File: config.mk
export PLATFORM = sky130hd
export DESIGN_NAME = nand_cycle_seq
export DESIGN_NICKNAME = d
export VERILOG_FILES = /design/src/rtl/nand_seq_pkg.sv /design/src/rtl/nand_seq_decode.sv /design/src/rtl/nand_seq_walker.sv /design/src/rtl/nand_cycle_seq.sv
export SDC_FILE = /design/constraint.sdc
export NUM_CORES = 1
export LEC_CHECK = 0
export BUFFER_PORTS_ARGS = -buffer_cell sky130_fd_sc_hd__buf_4
export CORE_ASPECT_RATIO = 0.6
export CORE_MARGIN = 2
export CORE_UTILIZATION = 57
export CTS_BUF_LIST = sky130_fd_sc_hd__clkbuf_8
export DETAILED_ROUTE_END_ITERATION = 10
export GPL_TIMING_DRIVEN = 0
export PLACE_DENSITY = 0.8
export SKIP_LAST_GASP = 1
export SLEW_MARGIN = 20
export SYNTH_ARGS = -nofsm -noshare
export SYNTH_HDL_FRONTEND = slang
export SYNTH_SLANG_ARGS = --single-unit
File: constraint.sdc
create_clock -name clk -period 8.1 [get_ports clk]
set_input_delay 0.405 -clock clk [delete_from_list [all_inputs] [get_ports clk]]
set_output_delay 0.405 -clock clk [all_outputs]
set_load 0.01 [all_outputs]
File: src/rtl/nand_seq_pkg.sv
package nand_seq_pkg;

  localparam logic [2:0] OP_READ   = 3'd0;
  localparam logic [2:0] OP_SPARE  = 3'd1;
  localparam logic [2:0] OP_PROG   = 3'd2;
  localparam logic [2:0] OP_ERASE  = 3'd3;
  localparam logic [2:0] OP_STATUS = 3'd4;

  typedef enum logic [2:0] {
    K_CMD  = 3'd0,
    K_ADDR = 3'd1,
    K_DIN  = 3'd2,
    K_DOUT = 3'd3,
    K_STAT = 3'd4
  } kind_e;

  localparam logic [7:0] CODE_READ     = 8'h00;
  localparam logic [7:0] CODE_SPARE    = 8'h50;
  localparam logic [7:0] CODE_CONFIRM  = 8'h30;
  localparam logic [7:0] CODE_SEQIN    = 8'h80;
  localparam logic [7:0] CODE_PROG     = 8'h10;
  localparam logic [7:0] CODE_ERASE    = 8'h60;
  localparam logic [7:0] CODE_ERASE_GO = 8'hD0;
  localparam logic [7:0] CODE_STATUS   = 8'h70;

  localparam int PAGE_W    = 24;
  localparam int STEP_MAX  = 11;
  localparam int IDX_W     = $clog2(STEP_MAX + 1);

  typedef struct packed {
    logic       use_ptr;
    logic [7:0] ptr_code;
    logic [7:0] main_code;
    logic [1:0] col_cnt;
    logic [7:0] col_byte;
    logic [1:0] addr_cnt;
    logic       use_mid;
    logic [7:0] mid_code;
    logic [2:0] xfer_cnt;
    kind_e      xfer_kind;
    logic [1:0] xfer_base;
    logic       spare;
    logic       use_tail;
    logic [7:0] tail_code;
  } plan_t;

endpackage

File: src/rtl/nand_seq_decode.sv
module nand_seq_decode
  import nand_seq_pkg::*;
#(
  parameter int COL_W        = 12,
  parameter int CAP_W        = 16,
  parameter int SMALL_PAGE   = 512,
  parameter int BIG_PAGE     = 2048,
  parameter int SMALL_CAP_MB = 64,
  parameter int BIG_CAP_MB   = 256
) (
  input  logic [2:0]       op,
  input  logic [COL_W-1:0] col,
  input  logic             has_col,
  input  logic             has_page,
  input  logic             big,
  input  logic [CAP_W-1:0] cap_mb,
  output plan_t            plan
);

  localparam logic [COL_W-1:0] SMALL_SZ = COL_W'(SMALL_PAGE);
  localparam logic [COL_W-1:0] BIG_SZ   = COL_W'(BIG_PAGE);
  localparam logic [CAP_W-1:0] SMALL_TH = CAP_W'(SMALL_CAP_MB);
  localparam logic [CAP_W-1:0] BIG_TH   = CAP_W'(BIG_CAP_MB);

  logic [COL_W-1:0] col_eff, page_sz, rebased;
  logic             in_spare, deep;
  logic [1:0]       addr_n, col_n;
  logic [2:0]       xfer_n;

  always_comb begin
    col_eff  = has_col ? col : '0;
    page_sz  = big ? BIG_SZ : SMALL_SZ;
    in_spare = (col_eff >= page_sz);
    rebased  = in_spare ? (col_eff - page_sz) : col_eff;
    deep     = big ? (cap_mb >= BIG_TH) : (cap_mb >= SMALL_TH);
    addr_n   = has_page ? (deep ? 2'd3 : 2'd2) : 2'd0;
    col_n    = has_col ? (big ? 2'd2 : 2'd1) : 2'd0;
    xfer_n   = big ? 3'd4 : 3'd1;
  end

  always_comb begin
    plan = '0;
    plan.xfer_kind = K_STAT;
    case (op)
      OP_READ, OP_SPARE: begin
        plan.main_code = (op == OP_SPARE && !big) ? CODE_SPARE : CODE_READ;
        plan.col_cnt   = col_n;
        plan.col_byte  = 8'(col_eff);
        plan.addr_cnt  = addr_n;
        plan.use_mid   = big;
        plan.mid_code  = CODE_CONFIRM;
        plan.xfer_cnt  = xfer_n;
        plan.xfer_kind = K_DOUT;
        plan.spare     = (op == OP_SPARE);
      end
      OP_PROG: begin
        plan.use_ptr   = !big;
        plan.ptr_code  = in_spare ? CODE_SPARE : CODE_READ;
        plan.main_code = CODE_SEQIN;
        plan.col_cnt   = col_n;
        plan.col_byte  = 8'(rebased);
        plan.addr_cnt  = addr_n;
        plan.xfer_cnt  = xfer_n;
        plan.xfer_kind = K_DIN;
        plan.spare     = in_spare;
        plan.use_tail  = 1'b1;
        plan.tail_code = CODE_PROG;
      end
      OP_ERASE: begin
        plan.main_code = CODE_ERASE;
        plan.addr_cnt  = addr_n;
        plan.use_tail  = 1'b1;
        plan.tail_code = CODE_ERASE_GO;
      end
      default: begin
        plan.main_code = CODE_STATUS;
        plan.xfer_cnt  = 3'd1;
        plan.xfer_kind = K_STAT;
        plan.xfer_base = 2'd1;
      end
    endcase
  end

endmodule

File: src/rtl/nand_seq_walker.sv
module nand_seq_walker
  import nand_seq_pkg::*;
(
  input  logic              clk,
  input  logic              rst_n,
  input  logic              start,
  input  plan_t             plan_in,
  input  logic [PAGE_W-1:0] page_in,
  output logic              busy,
  output logic              step_valid,
  input  logic              step_ready,
  output logic [2:0]        step_kind,
  output logic [7:0]        step_data,
  output logic [1:0]        step_area,
  output logic              step_spare,
  output logic              done
);

  plan_t              plan_q;
  logic [PAGE_W-1:0]  page_q;
  logic [IDX_W-1:0]   idx;
  logic [IDX_W-1:0]   o_cmd, o_col, o_addr, o_mid, o_x, o_tail, total;
  logic [IDX_W-1:0]   rel_a, rel_x;
  logic               last;
  kind_e              kind;

  always_comb begin
    o_cmd  = IDX_W'(plan_q.use_ptr);
    o_col  = o_cmd + IDX_W'(1);
    o_addr = o_col + IDX_W'(plan_q.col_cnt);
    o_mid  = o_addr + IDX_W'(plan_q.addr_cnt);
    o_x    = o_mid + IDX_W'(plan_q.use_mid);
    o_tail = o_x + IDX_W'(plan_q.xfer_cnt);
    total  = o_tail + IDX_W'(plan_q.use_tail);
    last   = (idx == total - IDX_W'(1));
    rel_a  = idx - o_addr;
    rel_x  = idx - o_x;
  end

  always_comb begin
    kind       = K_CMD;
    step_data  = 8'h00;
    step_area  = 2'd0;
    step_spare = 1'b0;
    if (idx < o_cmd) begin
      step_data = plan_q.ptr_code;
    end else if (idx < o_col) begin
      step_data = plan_q.main_code;
    end else if (idx < o_addr) begin
      kind      = K_ADDR;
      step_data = (idx == o_col) ? plan_q.col_byte : 8'h00;
    end else if (idx < o_mid) begin
      kind = K_ADDR;
      case (rel_a)
        IDX_W'(0): step_data = page_q[7:0];
        IDX_W'(1): step_data = page_q[15:8];
        default:   step_data = page_q[23:16];
      endcase
    end else if (idx < o_x) begin
      step_data = plan_q.mid_code;
    end else if (idx < o_tail) begin
      kind       = plan_q.xfer_kind;
      step_spare = plan_q.spare;
      case (rel_x)
        IDX_W'(1): step_area = plan_q.xfer_base + 2'd1;
        IDX_W'(2): step_area = plan_q.xfer_base + 2'd2;
        IDX_W'(3): step_area = plan_q.xfer_base + 2'd3;
        default:   step_area = plan_q.xfer_base;
      endcase
    end else begin
      step_data = plan_q.tail_code;
    end
  end

  assign step_kind  = kind;
  assign step_valid = busy;

  always_ff @(posedge clk) begin
    if (!rst_n) begin
      busy   <= 1'b0;
      idx    <= '0;
      done   <= 1'b0;
      plan_q <= '0;
      page_q <= '0;
    end else begin
      done <= 1'b0;
      if (!busy) begin
        if (start) begin
          busy   <= 1'b1;
          idx    <= '0;
          plan_q <= plan_in;
          page_q <= page_in;
        end
      end else if (step_ready) begin
        if (last) begin
          busy <= 1'b0;
          done <= 1'b1;
        end else begin
          idx <= idx + IDX_W'(1);
        end
      end
    end
  end

  // an offered step that is not taken stays put
  a_r1_hold_stalled: assert property (@(posedge clk) disable iff (!rst_n)
    step_valid && !step_ready |=> step_valid && $stable(step_kind)
      && $stable(step_data) && $stable(step_area) && $stable(step_spare));

  // every sequence opens with a command step
  a_r1_first_is_cmd: assert property (@(posedge clk) disable iff (!rst_n)
    $rose(step_valid) |-> step_kind == K_CMD);

  // done lasts one cycle
  a_r2_done_single: assert property (@(posedge clk) disable iff (!rst_n)
    done |=> !done);

  // done only follows an accepted step that ended the sequence
  a_r2_done_after_take: assert property (@(posedge clk) disable iff (!rst_n)
    done |-> $past(step_valid && step_ready) && !step_valid);

  // status reads always land in area 1
  a_r9_status_area: assert property (@(posedge clk) disable iff (!rst_n)
    step_valid && step_kind == K_STAT |-> step_area == 2'd1);

endmodule

File: src/rtl/nand_cycle_seq.sv
module nand_cycle_seq
  import nand_seq_pkg::*;
#(
  parameter int COL_W        = 12,
  parameter int CAP_W        = 16,
  parameter int SMALL_PAGE   = 512,
  parameter int BIG_PAGE     = 2048,
  parameter int SMALL_CAP_MB = 64,
  parameter int BIG_CAP_MB   = 256
) (
  input  logic              clk,
  input  logic              rst_n,
  input  logic              req_valid,
  output logic              req_ready,
  input  logic [2:0]        req_op,
  input  logic [COL_W-1:0]  req_col,
  input  logic              req_has_col,
  input  logic [23:0]       req_page,
  input  logic              req_has_page,
  input  logic              cfg_big_page,
  input  logic [CAP_W-1:0]  cfg_cap_mb,
  output logic              step_valid,
  input  logic              step_ready,
  output logic [2:0]        step_kind,
  output logic [7:0]        step_data,
  output logic [1:0]        step_area,
  output logic              step_spare,
  output logic              done
);

  plan_t plan;
  logic  busy;
  logic  start;

  nand_seq_decode #(
    .COL_W(COL_W), .CAP_W(CAP_W), .SMALL_PAGE(SMALL_PAGE),
    .BIG_PAGE(BIG_PAGE), .SMALL_CAP_MB(SMALL_CAP_MB), .BIG_CAP_MB(BIG_CAP_MB)
  ) u_decode (
    .op(req_op), .col(req_col), .has_col(req_has_col),
    .has_page(req_has_page), .big(cfg_big_page), .cap_mb(cfg_cap_mb),
    .plan(plan)
  );

  assign req_ready = !busy;
  assign start     = req_valid && req_ready;

  nand_seq_walker u_walker (
    .clk(clk), .rst_n(rst_n), .start(start), .plan_in(plan),
    .page_in(req_page), .busy(busy), .step_valid(step_valid),
    .step_ready(step_ready), .step_kind(step_kind), .step_data(step_data),
    .step_area(step_area), .step_spare(step_spare), .done(done)
  );

  // a taken request starts a step stream on the next cycle
  a_r1_start_offers: assert property (@(posedge clk) disable iff (!rst_n)
    req_valid && req_ready |=> step_valid && !req_ready);

endmodule

==> results of run 1 <==
## cells in the final DEF (no fill, tap or decap), types with 9 or more instances in the layout
master	n
nand2_1	80
buf_4	70
dfxtp_1	58
a21boi_0	32
ha_1	28
nor2_1	22
inv_1	21
nor2b_1	19
clkbuf_1	18
o21ai_0	15
a21oi_1	14
and2_1	12
a22oi_1	12
clkbuf_8	11
mux2_2	10
mux2i_1	9
## area by class of cell
cell class	instances	area [µm²]	share of cell area
tap	84	105	0.0236
sequential	58	1160	0.261
clock buffer	10	138	0.0309
timing repair buffer	70	526	0.118
buffer	23	105	0.0236
clock inverter	6	33.8	0.00759
inverter	20	75.1	0.0169
multi-input combinational	337	2310	0.518
## state kept, by name, summed over array words and instances, names as in the netlist
signal           count
u_walker.busy        1
u_walker.page_q     24
u_walker.idx         4
u_walker.plan_q     27
u_walker.o_cmd       1
u_walker.done        1
## power groups by stage
| stage | logic (mW) | registers [mW] | clock network (mW) |
|---|---|---|---|
| 2_1_floorplan | 0.131 | 0.313 | 0 |
| 3_3_place_gp | 0.192 | 0.317 | 0 |
| 3_5_place_dp | 0.198 | 0.317 | 0 |
| 4_1_cts | 0.200 | 0.311 | 0.238 |
| 5_1_grt | 0.225 | 0.313 | 0.252 |
| 6_report | 0.203 | 0.312 | 0.238 |
## critical path: cells and delay by family (launching register included)
family	cells	cell delay, ns
buffers and inverters	4	0.49
DFF	1	0.32
and+or+nand+nor	3	1.00
adders and majority gates	6	2.07
AOI/OAI and AO/OA	3	0.43
xor gates and xnor gates	2	0.60
## routing by layer
metal	vias to the layer above	GRT usage
met2	177	0.452
met3	19	0.106
met5	-	0
li1	1669	-
met4	0	0.0747
met1	1645	0.446
## metrics by stage
stage / utilization / hold slack [ns] / worst slack [ns] / total power, mW / area (µm²)
finish: 0.725 / 0.310 / 2.42 / 0.752 / 4450
global route: 0.725 / 0.302 / 1.99 / 0.790 / 4450
CTS: 0.724 / 0.305 / 2.15 / 0.749 / 4440
detailed placement: 0.696 / 0.460 / 2.57 / 0.515 / 4270
global placement: 0.696 / 0.450 / 2.66 / 0.509 / 4270
floorplan: - / 0.440 / 3.49 / 0.444 / 3640
## cell usage after synthesis, types with 6 or more instances
| master | count |
|---|---|
| dfxtp_1 | 58 |
| o21ai_0 | 15 |
| and2_1 | 12 |
| nand2_1 | 80 |
| ha_1 | 28 |
| mux2_2 | 10 |
| mux2i_1 | 9 |
| a22oi_1 | 12 |
| nor2b_1 | 19 |
| nor2_1 | 22 |
| a21boi_0 | 32 |
| inv_1 | 20 |
| xor2_1 | 7 |
| clkbuf_1 | 18 |
| a21oi_1 | 14 |
| o211ai_1 | 6 |
| nand2b_1 | 8 |
## cells by family (layout without fill, tap and decap cells)
group / after synthesis / count (layout)
simple gates: 166 / 166
mux: 19 / 19
compound gates: 105 / 105
flops: 58 / 58
xor+xnor: 14 / 14
buf+inv: 43 / 129
fa+ha+maj: 33 / 33
## worst max path at each step
stage	endpoint	cells past startpoint	from
after floorplan	step_area[1]	17	u_walker.o_cmd[0]
after global placement	step_area[1]	18	u_walker.o_cmd[0]
after detailed placement	step_area[1]	18	u_walker.o_cmd[0]
after CTS	step_area[1]	18	u_walker.o_cmd[0]
after global routing	step_area[1]	18	u_walker.o_cmd[0]
final	step_area[1]	18	u_walker.o_cmd[0]
==> summary.txt, run 1 <==
Drt
  – Vias: 3510
  – First drt pass iteration count: 7
  – WL/cell: 17.1 µm
  – Metal3 WL: 1160 µm
  – Vias/cell: 5.77
  – Iter 0 DRT Violations: 311
  – Top layer used by detailed routing: met4
  – Antenna viol nets, final: 0
  – # DRC: 0
  – Routed length on met1: 4850 µm
  – WL met2: 4200 µm
  – Drt total wl: 10400 µm

Clocking
  – CTS Buffer Depth: 2
  – Clk pin slew, worst setup/hold paths: 0.07 ns
  – Post-CTS setup buffer count: 0
  – TritonCTS Sinks: 58
  – Post_cts resized: 0
  – Number of buffers created by CTS: 9
  – CTS Hold Buffers Added: 0
  – Worst-Skew Late Latency: 0.36 ns
  – Root buffer cell: clkbuf_8
  – Htree depth: 3
  – CTS tree: yes

Die
  – Row cnt: 22
  – CORE AREA: 6140 µm²
  – Initial Utilization: 0.593
  – Die Span Y: 65.9 µm
  – Number of I/O pins: 79
  – Die area: 7070 µm²
  – Die W: 107 µm

Setup path
  – Most frequent CP cell: ha_1
  – Flop2flop setup slack: 3.85 ns
  – Crit. End Element: output port
  – FF-to-FF path depth: 16
  – Reg-to-Reg End: u_walker.idx[3]
  – Max incr delay on CP: 0.55 ns
  – Worst Setup Path Type: reg -> out
  – CP Launch Type: register
  – CP required: 7.70 ns
  – Crit-path max FO: 5
  – CP Data Arrival Time: 5.28 ns
  – Slowest cell on the critical path: nor4b_2
  – RR Startpoint: u_walker.o_cmd[0]
  – CP cell instances: inv_1 -> ha_1 -> inv_1 -> fa_1 -> inv_1 -> fa_1 -> ha_1 -> xnor2_1 -> ha_1 -> a31oi_1 -> xnor3_2 -> ha_1 -> a21oi_1 -> o21ai_0 -> nor2_1 -> nor4b_2 -> nor3b_1 -> buf_4

STA
  – Post-Route Setup TNS: 0 ns
  – Endpoints failing setup: 0
  – Fin Clk Skew: 0.00765 ns
  – Crit share post-route: 0.701
  – Final Hold Fails: 0
  – RSZ-0062 raised after global routing: no
  – Minimum clock period: 5.68 ns
  – Slew @ Worst Pin: 0.647 ns
  – Final-report max-slew violation count: 0
  – Max-slew headroom: 0.567
  – Fmax: 176 MHz

Synthesis
  – Post-synthesis cell count: 438
  – Synth top area share: 0.319
  – Post-Syn Area: 3640 µm²
  – Synthesis warning total: 0
  – Library cells used by synthesis: 52
  – Synthesized Nets: 532
  – Largest cells by area after synthesis: dfxtp_1, ha_1, nand2_1, a21boi_0, nor2b_1
  – Main combinational cell family by area after synthesis: simple AND/OR/NAND/NOR gates
  – Dominant cell type by area after synthesis: dfxtp_1
  – Primary FF master, synth: dfxtp_1
  – Yosys reg bits: 58
  – Multiplexer share of the synthesized area: 0.0557
  – Compound-Gate Fraction of Synth Area: 0.200
  – Sequential area share after synthesis: 0.319
  – XOR/XNOR share of the synthesized area: 0.0398
  – Post-synth EDFFs: 0
  – Adder-cell area share of the yosys netlist: 0.121
  – Syn Area/Cell: 8.32 µm²
  – Async SR Flop Fraction: 0
  – Simple-gate share of the synthesized area: 0.216

Placed design
  – Port Buffers: 70
  – Post-DP HPWL: 7990 µm
  – Final RePlAce weighted congestion: 0.915
  – Placed Instances: 592

GRT
  – First-pass GRT wire length: 16500 µm
  – Largest net degree at the start of global routing: 11
  – GR Util All Layers: 0.313
  – GR Overflow Total: 0
  – Antenna violations before repair: 0
  – Vias in the first global route: 3291

Job
  – MaxCap Viol Count: 0

Pwr
  – Standby leakage power: 1.91 nW
  – Pwr dens: 169 nW/µm²
  – Clock Power Share: 0.316
  – Switch Pwr: 0.245 mW
  – Comb pwr share: 0.270
  – Int Power: 0.507 mW
  – Maximum VDD drop: 0.000132 V
  – Reg power frac: 0.414
  – Switching share of power: 0.326

Cells and area
  – Number of inserted diodes: 0
  – Post-layout nets: 613
  – Fillcell total: 493
  – Layout cells sized above 1: 0.200
  – Fin cells: 608
  – Layout area overhead: 22.2%

Worst hold path
  – Hold Path Stages: 3
  – Worst hold path class: in -> reg
  – Hold Path Sink: u_walker.page_q[21]
  – Min-delay src: req_page[21]

Status
  – Status: finished clean
Note: power is estimated with default switching activity, not from simulation.
==> run 2: changes to the inputs <==
Settings changed: CORE_UTILIZATION 57 to 51, PLACE_DENSITY 0.8 to 0.76.
Clock period 8.1 ns to 5.2 ns, I/O delays scaled along.
==> run 2 against run 1 <==
Effect of this change: the flow now finishes with violations (DRC); clock skew decreased by 0.0026 ns; worst hold slack got worse by 0.14 ns; sequential cell count unchanged; critical endpoint is now step_data[6]; register-to-register slack got worse by 2.7 ns.
==> summary.txt, run 2 (synthesized netlist as in run 1, its figures left out) <==
STA
  – Final Hold Fails: 0 (unchanged)
  – Crit share post-route: 0.970
  – RSZ-0062 raised after global routing: no (unchanged)
  – Endpoints failing setup: 0 (unchanged)
  – Final-report max-slew violation count: 0 (unchanged)
  – Final Worst Setup Slack: 0.158 ns (was 2.42 ns)
  – Slew @ Worst Pin: 0.667 ns (was 0.647 ns)
  – Fin Clk Skew: 0.00509 ns (was 0.00765 ns)
  – Fmax: 198 MHz
  – Minimum clock period: 5.04 ns
  – Max-slew headroom: 0.554 (was 0.567)

Cells and area
  – Fillcell total: 585 (was 493)
  – Top flop regs: u_walker.plan_q (27), u_walker.page_q (24), u_walker.idx (4) (unchanged)
  – Most frequent cells in the layout: nand2_1, buf_4, dfxtp_1, a21boi_0, ha_1 (unchanged)
  – Multi-input gate area: 2360 µm² (was 2310 µm²)
  – Layout area overhead: 25.9% (was 22.2%)
  – Most common cell after layout, fill and taps aside: nand2_1 (unchanged)
  – Seq. cell area: 1160 µm² (unchanged)
  – Layout cells sized above 1: 0.221 (was 0.200)
  – Largest register by flop count: u_walker.plan_q (unchanged)
  – Number of inserted diodes: 0 (unchanged)
  – Post-layout nets: 615 (was 613)
  – Final Core Density: 0.675 (was 0.725)
  – Largest register FFs: 27 (unchanged)

Clocking
  – CTS Buffer Depth: 2 (unchanged)
  – Worst-Skew Late Latency: 0.34 ns (was 0.36 ns)
  – Root buffer cell: clkbuf_8 (unchanged)
  – Clk pin slew, worst setup/hold paths: 0.07 ns (about the same)
  – Number of buffers created by CTS: 9 (unchanged)
  – CTS Hold Buffers Added: 0 (unchanged)
  – TritonCTS Sinks: 58 (unchanged)
  – CTS tree: yes (unchanged)
  – Htree depth: 3 (unchanged)

Drt
  – Iter 0 DRT Violations: 267 (was 311)
  – WL/cell: 17.1 µm (about the same)
  – # DRC: 8 (was 0)
  – Vias/cell: 5.73 (was 5.77)
  – Vias: 3513 (was 3510)
  – Drt total wl: 10500 µm (was 10400 µm)
  – First drt pass iteration count: 8 (was 7)
  – Antenna viol nets, final: 0 (unchanged)

Pwr
  – Post-route total power: 1.31 mW (was 0.752 mW)
  – Pwr dens: 286 nW/µm² (was 169 nW/µm²)
  – Maximum VDD drop: 0.000164 V (was 0.000132 V)
  – Standby leakage power: 1.98 nW (was 1.91 nW)

Setup path
  – Most frequent CP cell: ha_1 (unchanged)
  – Slowest cell on the critical path: fa_1 (was nor4b_2)
  – RR Startpoint: u_walker.o_cmd[0] (unchanged)
  – Buf+Inv Stages, Crit Path: 4 (unchanged)
  – CP Data Arrival Time: 4.78 ns (was 5.28 ns)
  – Crit-path max FO: 5 (unchanged)
  – Worst Setup SP: u_walker.o_cmd[0] (unchanged)
  – Crit. End Element: output port (unchanged)
  – Cell family with most CP delay: adder cells (unchanged)
  – CP Launch Type: register (unchanged)
  – Max incr delay on CP: 0.52 ns (was 0.55 ns)
  – Worst Setup Path Type: reg -> out (unchanged)
  – CP required: 4.94 ns (was 7.70 ns)
  – CP cell instances: inv_2 -> ha_1 -> inv_1 -> fa_1 -> inv_2 -> fa_1 -> ha_1 -> xnor2_2 -> ha_1 -> a31oi_1 -> xnor3_2 -> ha_1 -> nand2_1 -> o21ai_4 -> nor2b_4 -> nand2_1 -> mux2_2 -> o22ai_1 -> buf_4 (was inv_1 -> ha_1 -> inv_1 -> fa_1 -> inv_1 -> fa_1 -> ha_1 -> xnor2_1 -> ha_1 -> a31oi_1 -> xnor3_2 -> ha_1 -> a21oi_1 -> o21ai_0 -> nor2_1 -> nor4b_2 -> nor3b_1 -> buf_4)

GRT
  – GR Overflow Total: 0 (unchanged)
  – GR Util All Layers: 0.270 (was 0.313)
  – Largest net degree at the start of global routing: 11 (unchanged)
  – First-pass GRT wire length: 16600 µm (was 16500 µm)
  – Antenna violations before repair: 0 (unchanged)
  – Vias in the first global route: 3345 (was 3291)

Die
  – Row cnt: 23 (was 22)
  – Number of I/O pins: 79 (unchanged)
  – Initial Utilization: 0.536 (was 0.593)
  – Die W: 113 µm (was 107 µm)
  – Die area: 7860 µm² (was 7070 µm²)
  – CORE AREA: 6790 µm² (was 6140 µm²)
  – Die Span Y: 69.5 µm (was 65.9 µm)

Placed design
  – Pre-CTS WS: -0.199 ns (was 2.57 ns)
  – Final RePlAce weighted congestion: 0.904 (was 0.915)
  – Post-DP HPWL: 8090 µm (was 7990 µm)
  – Port Buffers: 70 (unchanged)

Job
  – MaxCap Viol Count: 0 (unchanged)

Status
  – Violated checks: DRC
  – Status: finished, violations left (was finished clean)

Worst hold path
  – Worst hold path class: in -> reg (unchanged)
  – Min-delay src: req_page[10] (was req_page[21])
==> run 2: worst min-delay path, cell delays in order <==
cell and delay [ns]:
buf_4 0.11, nand2_1 0.04, a21boi_0 0.06
==> run 2: path summary, 6_finish.rpt <==
| check | slack [ns] | cells past startpoint | to |
|---|---|---|---|
| setup reg to reg | 1.15 | 16 | u_walker.idx[3] |
| hold reg to reg | 0.46 | 2 | u_walker.page_q[9] |
| setup / recovery | 0.16 | 19 | step_data[6] |
| hold / removal | 0.17 | 3 | u_walker.page_q[10] |
==> run 2: per-stage QoR <==
step / cells / hold WS (ns) / TNS (ns) / area [µm²]
2_1_floorplan: 438 / 0.405 / 0 / 3640
3_3_place_gp: 595 / 0.447 / -0.0811 / 4280
3_5_place_dp: 595 / 0.458 / -0.738 / 4280
4_1_cts: 612 / 0.169 / 0 / 4540
5_1_grt: 613 / 0.175 / 0 / 4590
6_report: 613 / 0.174 / 0 / 4590
==> run 2: where the power goes <==
part	internal [mW]	leakage [nW]	switching [mW]
clock network	0.314	0.124	0.180
registers	0.467	0.474	0.0187
logic	0.148	1.38	0.183
total	0.929	1.98	0.382
==> run 2: cell type report <==
type,instances,share of cell area
buffer,23,0.0229
clock buffer,9,0.0270
clock inverter,7,0.0237
inverter,20,0.0164
multi-input combinational,337,0.515
sequential,58,0.253
tap,87,0.0237
timing repair buffer,72,0.118
==> run 2: metal layers <==
metal	vias to the layer above	part of all wire	global-route usage
met3	11	0.11	0.0892
met4	0	0.0079	0.0528
met2	163	0.41	0.381
met5	-	0	0
li1	1684	-	-
met1	1655	0.47	0.402
==> run 2: repair_timing <==
item	in CTS	in global routing
buffers inserted	1	1
gates resized for setup	5	9
setup endpoints to repair	8	8
pin swaps	0	2
